===== src/rtl/ea_pkg.sv =====
package ea_pkg;

    localparam int MODE_W = 3;

    typedef enum logic [MODE_W-1:0] {
        EA_POST_SUB_OFS = 3'b000,
        EA_POST_ADD_OFS = 3'b001,
        EA_POST_DEC     = 3'b010,
        EA_POST_INC     = 3'b011,
        EA_PLAIN        = 3'b100,
        EA_INDEXED      = 3'b101,
        EA_SPECIAL      = 3'b110,
        EA_PRE_DEC      = 3'b111
    } ea_mode_e;

    typedef enum logic [2:0] {
        STEP_NONE    = 3'd0,
        STEP_SUB_OFS = 3'd1,
        STEP_ADD_OFS = 3'd2,
        STEP_DEC_ONE = 3'd3,
        STEP_INC_ONE = 3'd4
    } ea_step_e;

    typedef struct packed {
        ea_step_e step;
        logic     addr_from_step;
        logic     absolute;
        logic     writeback;
        logic     reserved;
    } ea_ctrl_t;

    function automatic ea_ctrl_t ea_decode_f(input ea_mode_e mode, input logic idx_zero);
        ea_ctrl_t c;
        c = '{step: STEP_NONE, addr_from_step: 1'b0, absolute: 1'b0,
              writeback: 1'b0, reserved: 1'b0};
        unique case (mode)
            EA_POST_SUB_OFS: begin c.step = STEP_SUB_OFS; c.writeback = 1'b1; end
            EA_POST_ADD_OFS: begin c.step = STEP_ADD_OFS; c.writeback = 1'b1; end
            EA_POST_DEC:     begin c.step = STEP_DEC_ONE; c.writeback = 1'b1; end
            EA_POST_INC:     begin c.step = STEP_INC_ONE; c.writeback = 1'b1; end
            EA_PLAIN:        c.step = STEP_NONE;
            EA_INDEXED:      begin c.step = STEP_ADD_OFS; c.addr_from_step = 1'b1; end
            EA_SPECIAL: begin
                c.absolute = idx_zero;
                c.reserved = !idx_zero;
            end
            EA_PRE_DEC: begin
                c.step           = STEP_DEC_ONE;
                c.addr_from_step = 1'b1;
                c.writeback      = 1'b1;
            end
            default: c.reserved = 1'b1;
        endcase
        return c;
    endfunction

endpackage


===== src/rtl/ea_decode.sv =====
module ea_decode
    import ea_pkg::*;
#(
    parameter int IDX_W = 3,
    localparam int EA_W = IDX_W + MODE_W
) (
    input  logic [EA_W-1:0]  ea,
    output ea_ctrl_t         ctrl,
    output logic [IDX_W-1:0] idx
);

    ea_mode_e mode;

    always_comb begin
        mode = ea_mode_e'(ea[EA_W-1 -: MODE_W]);
        idx  = ea[IDX_W-1:0];
        ctrl = ea_decode_f(mode, (ea[IDX_W-1:0] == '0));
    end

endmodule


===== src/rtl/ea_regbank.sv =====
module ea_regbank #(
    parameter int W  = 16,
    parameter int N  = 8,
    localparam int IW = $clog2(N)
) (
    input  logic          clk,
    input  logic          rst,
    input  logic          ld_en,
    input  logic [IW-1:0] ld_idx,
    input  logic [W-1:0]  ld_data,
    input  logic          upd_en,
    input  logic [IW-1:0] upd_idx,
    input  logic [W-1:0]  upd_data,
    input  logic [IW-1:0] rd_idx,
    output logic [W-1:0]  rd_data
);

    logic [W-1:0] slot_q [N];

    for (genvar i = 0; i < N; i++) begin : g_slot
        always_ff @(posedge clk) begin
            if (rst) begin
                slot_q[i] <= '0;
            end else if (upd_en && (upd_idx == IW'(i))) begin
                slot_q[i] <= upd_data;
            end else if (ld_en && (ld_idx == IW'(i))) begin
                slot_q[i] <= ld_data;
            end
        end
    end

    assign rd_data = slot_q[rd_idx];

endmodule


===== src/rtl/ea_calc.sv =====
module ea_calc
    import ea_pkg::*;
#(
    parameter int W = 16
) (
    input  ea_ctrl_t     ctrl,
    input  logic [W-1:0] base,
    input  logic [W-1:0] ofs,
    input  logic [W-1:0] abs_val,
    output logic [W-1:0] next_val,
    output logic [W-1:0] addr
);

    always_comb begin
        unique case (ctrl.step)
            STEP_SUB_OFS: next_val = base - ofs;
            STEP_ADD_OFS: next_val = base + ofs;
            STEP_DEC_ONE: next_val = base - W'(1);
            STEP_INC_ONE: next_val = base + W'(1);
            default:      next_val = base;
        endcase

        if (ctrl.absolute) begin
            addr = abs_val;
        end else if (ctrl.addr_from_step) begin
            addr = next_val;
        end else begin
            addr = base;
        end
    end

endmodule


===== src/rtl/ea_agen.sv =====
module ea_agen
    import ea_pkg::*;
#(
    parameter int ADDR_W  = 16,
    parameter int EXT_W   = 24,
    parameter int NUM_REG = 8,
    localparam int IDX_W  = $clog2(NUM_REG),
    localparam int EA_W   = IDX_W + MODE_W
) (
    input  logic              clk,
    input  logic              rst,
    input  logic              req_valid,
    input  logic [EA_W-1:0]   req_ea,
    input  logic              req_wr,
    input  logic [EXT_W-1:0]  req_ext,
    input  logic              aload_en,
    input  logic [IDX_W-1:0]  aload_idx,
    input  logic [ADDR_W-1:0] aload_data,
    input  logic              oload_en,
    input  logic [IDX_W-1:0]  oload_idx,
    input  logic [ADDR_W-1:0] oload_data,
    output logic              acc_valid,
    output logic [ADDR_W-1:0] acc_addr,
    output logic              acc_wr,
    output logic              acc_illegal
);

    ea_ctrl_t          ctrl;
    logic [IDX_W-1:0]  sel_idx;
    logic [ADDR_W-1:0] ptr_val;
    logic [ADDR_W-1:0] ofs_val;
    logic [ADDR_W-1:0] ptr_next;
    logic [ADDR_W-1:0] calc_addr;
    logic [ADDR_W-1:0] ext_lo;
    logic [EXT_W-ADDR_W-1:0] ext_hi_unused;
    logic              go;
    logic              wb_en;

    assign ext_lo        = req_ext[ADDR_W-1:0];
    assign ext_hi_unused = req_ext[EXT_W-1:ADDR_W];

    ea_decode #(.IDX_W(IDX_W)) u_decode (
        .ea   (req_ea),
        .ctrl (ctrl),
        .idx  (sel_idx)
    );

    assign go    = req_valid && !ctrl.reserved;
    assign wb_en = go && ctrl.writeback;

    ea_regbank #(.W(ADDR_W), .N(NUM_REG)) u_ptr_bank (
        .clk      (clk),
        .rst      (rst),
        .ld_en    (aload_en),
        .ld_idx   (aload_idx),
        .ld_data  (aload_data),
        .upd_en   (wb_en),
        .upd_idx  (sel_idx),
        .upd_data (ptr_next),
        .rd_idx   (sel_idx),
        .rd_data  (ptr_val)
    );

    ea_regbank #(.W(ADDR_W), .N(NUM_REG)) u_ofs_bank (
        .clk      (clk),
        .rst      (rst),
        .ld_en    (oload_en),
        .ld_idx   (oload_idx),
        .ld_data  (oload_data),
        .upd_en   (1'b0),
        .upd_idx  ('0),
        .upd_data ('0),
        .rd_idx   (sel_idx),
        .rd_data  (ofs_val)
    );

    ea_calc #(.W(ADDR_W)) u_calc (
        .ctrl     (ctrl),
        .base     (ptr_val),
        .ofs      (ofs_val),
        .abs_val  (ext_lo),
        .next_val (ptr_next),
        .addr     (calc_addr)
    );

    assign acc_valid   = go;
    assign acc_addr    = go ? calc_addr : '0;
    assign acc_wr      = go && req_wr;
    assign acc_illegal = req_valid && ctrl.reserved;

endmodule


===== config.mk =====
export PLATFORM = sky130hd
export DESIGN_NAME = ea_agen
export DESIGN_NICKNAME = d
export VERILOG_FILES = /design/src/rtl/ea_pkg.sv /design/src/rtl/ea_decode.sv /design/src/rtl/ea_regbank.sv /design/src/rtl/ea_calc.sv /design/src/rtl/ea_agen.sv
export SDC_FILE = /design/constraint.sdc
export NUM_CORES = 1
export LEC_CHECK = 0
export CORE_UTILIZATION = 59
export DETAILED_ROUTE_END_ITERATION = 10
export DONT_BUFFER_PORTS = 1
export HOLD_SLACK_MARGIN = 0.05
export PLACE_DENSITY = 0.75
export SETUP_SLACK_MARGIN = 0.15
export SLEW_MARGIN = 20
export SYNTH_ARGS = -nofsm -noshare
export SYNTH_HDL_FRONTEND = slang
export SYNTH_SLANG_ARGS = --single-unit

===== constraint.sdc =====
create_clock -name clk -period 12.5 [get_ports clk]
set_input_delay 1.875 -clock clk [delete_from_list [all_inputs] [get_ports clk]]
set_output_delay 1.875 -clock clk [all_outputs]
set_load 0.03 [all_outputs]

==> results.yml <==
synth:
  synth.distinct_cells: 67
  ys_warn_count: 0
  yosysTopAreaCell: "edfxtp_1"
  synth_edf_count: 256
  avgSynthCellArea_sq_um: 12.1
  ys_seq_area_frac: 0.534
  yosys_register_bits: 256
  async_flop_share: 0
  synth_top_area_frac: 0.534
  synth_cells: 1186
  synthFlopType: "edfxtp_1"
  synth_area_sq_um: 14400
  synthTopCellsByArea: "edfxtp_1, mux4_2, and2_1"
  syn_nets: 1281
clock_network:
  cts_setup_buffers: 0
  cts_sinks: 256
  cts_hold_buffers: 0
  post_cts_resized: 0
  cts-root-buf: "clkbuf_16"
  cts_tree: "yes"
  h-tree-depth: 1
  clk_pin_slew_ns: 0.06
  clock_latency_ns: 0.53
  cts_buffers: 26
  clockBufferDepth: 3
drt:
  vias: 10100
  drt_iter0_drc: 1412
  routed_wl_um: 38600
  via_per_inst: 6.82
  ant_nets: 0
  drtPass1Iterations: 5
  drc: 0
  wl_per_cell_um: 26.0
final_layout:
  layout.nets: 1243
  stdcell_count: 1486
  drive_gt1_frac: 0.131
  antenna_cells: 0
  syn2layout_area_growth_pct: 8.20
  finalInstanceArea_sq_um: 15600
  n_fill_cell: 1748
power:
  pwr-share-seq: 0.471
  p_int_mw: 1.57
  p_sw_frac: 0.270
  p_leak_nw: 5.58
  clkPwrFrac: 0.349
  power.density_nw_per_um2: 138
  combPwrFrac: 0.180
  irDropWorstVdd_mv: 0.127
  power_switching_mw: 0.582
global_route:
  antenna_found_initial: 1
  grt_max_degree: 79
  grt_pass1_wl_um: 57000
  grt.overflow.total: 0
  grt_pass1_vias: 9622
  grt_usage: 0.313
timing:
  slew_headroom: 0.215
  finalCriticalPeriod_ns: 9.09
  fmax_mhz: 110
  finalSetupViolCount: 0
  fin_hold_ws_ns: 1.18
  fin_skew_ns: 0.0105
  hold_viol_final: 0
  period_share: 0.727
  drv_slew: 0
  tns_ns: 0
  rsz0062_at_grt: "no"
  tightest_slew_ns: 1.18
critical_path:
  start_kind: "primary input"
  cp.required_ns: 10.62
  cp_max_fo: 61
  cp.arrival_ns: 7.21
  worstSetupPathType: "in -> out"
  end_kind: "primary output"
place:
  gp_congestion: 0.905
  placed_cells: 1437
  placed_area_sq_um: 14700
  io_buffers: 0
  dp_hpwl_um: 24200
floorplanning:
  chipWidth_um: 158
  core_sq_um: 23700
  die_h_um: 158
  start_util: 0.607
  dieArea_sq_um: 25000
  row_count: 56
  pin_count: 93
status:
  outcome: "finished, final reports clean"
worst_hold_path:
  hold_path_class: "reg -> reg"
run:
  cap_violations: 0
-- routing by layer --
metal,wire [um],global-route usage
met2,17400,0.474
met4,962,0.101
met5,0,0
met3,4860,0.0769
met1,15300,0.445
-- flip-flops by register name (all words and copies together), names as in the netlist --
register,count
u_ofs_bank.slot_q,128
u_ptr_bank.slot_q,128
-- placed cells by master (no fill, tap or decap), drive strengths merged, types with 6 or more instances in the layout --
cell    instances
edfxtp        256
and2          136
nand2         119
a22o           77
mux4           55
o21ai          54
nor2           51
a21oi          47
clkbuf         34
mux2i          32
nand3          28
buf            28
o211ai         27
nor3           22
ha             20
inv            20
xnor2          14
o31a           13
nand2b         12
xor2           11
clkinv         10
nor2b           9
a211oi          9
a21o            8
mux2            7
a31oi           7
or3             6
-- cells in the mapped netlist, types with 8 or more instances --
library cell and instances:
o31a_1 13, nand2b_1 12, xnor2_1 13, nand2_1 118, o21ai_0 45, ha_1 20, and2_1 135, a21o_1 8
mux2i_1 30, edfxtp_1 256, o21ai_1 9, buf_2 13, o211ai_1 27, clkbuf_1 50, nor2b_1 9, buf_1 17
nor2_1 51, xor2_1 11, mux4_2 51, a21oi_1 46, inv_1 19, a22o_1 77, nand3_1 27, nor3_1 22
a211oi_1 9
-- power groups by stage --
stage | logic (mW) | registers [mW] | clock network (mW)
floorplan | 0.298 | 1.03 | 0
global placement | 0.369 | 1.03 | 0
detailed placement | 0.376 | 1.03 | 0
CTS | 0.378 | 1.02 | 0.753
global route | 0.415 | 1.02 | 0.781
finish | 0.387 | 1.02 | 0.751
-- worst paths after layout --
kind              depth (start not counted)                        to                     start  slack, ns
setup / recovery                         17              acc_addr[11]                 req_ea[0]       3.41
hold / removal                            5  u_ptr_bank.slot_q[0][12]  u_ptr_bank.slot_q[0][12]       1.18
setup reg to reg                         20  u_ptr_bank.slot_q[4][15]   u_ofs_bank.slot_q[3][0]       6.99
hold reg to reg                           5  u_ptr_bank.slot_q[0][12]  u_ptr_bank.slot_q[0][12]       1.18
-- metrics by stage --
| step | power, mW | util | setup WS (ns) |
|---|---|---|---|
| after floorplan | 1.33 | - | 4.48 |
| after global placement | 1.40 | 0.620 | 3.55 |
| after detailed placement | 1.41 | 0.620 | 3.54 |
| after CTS | 2.15 | 0.654 | 3.52 |
| after global routing | 2.22 | 0.657 | 3.10 |
| final | 2.15 | 0.657 | 3.41 |
-- kinds of logic after synthesis --
logic type | share of synthesized area
AOI/OAI and AO/OA | 0.135
xor gates and xnor gates | 0.0157
adders and majority gates | 0.0188
buffers and inverters | 0.0354
DFF | 0.534
muxes | 0.117
and+or+nand+nor | 0.144
-- worst max-delay path: stages --
cell and delay (ns):
inv_1 0.66, mux2i_1 0.60, ha_1 0.27, and2_1 0.18, and4_1 0.28, nand2_1 0.09
xnor2_1 0.14, o31a_1 0.24, ha_1 0.33, a21o_1 0.17, a41oi_1 0.35, o21ai_0 0.23
xor2_1 0.17, nor2_1 0.05, a21oi_1 0.77, o211ai_1 0.18, a21oi_1 0.58
-- cell type report --
cell class              count  area (sq um)  area share
clock buffers              34           702      0.0451
multi-input cells         816          6370       0.409
clock inverters            13           109     0.00700
well taps                 319           399      0.0256
inverters                  20          75.1     0.00482
flip-flops and latches    256          7690       0.494
repair buffers             28           221      0.0142
Note: power is estimated with default switching activity, not from simulation.
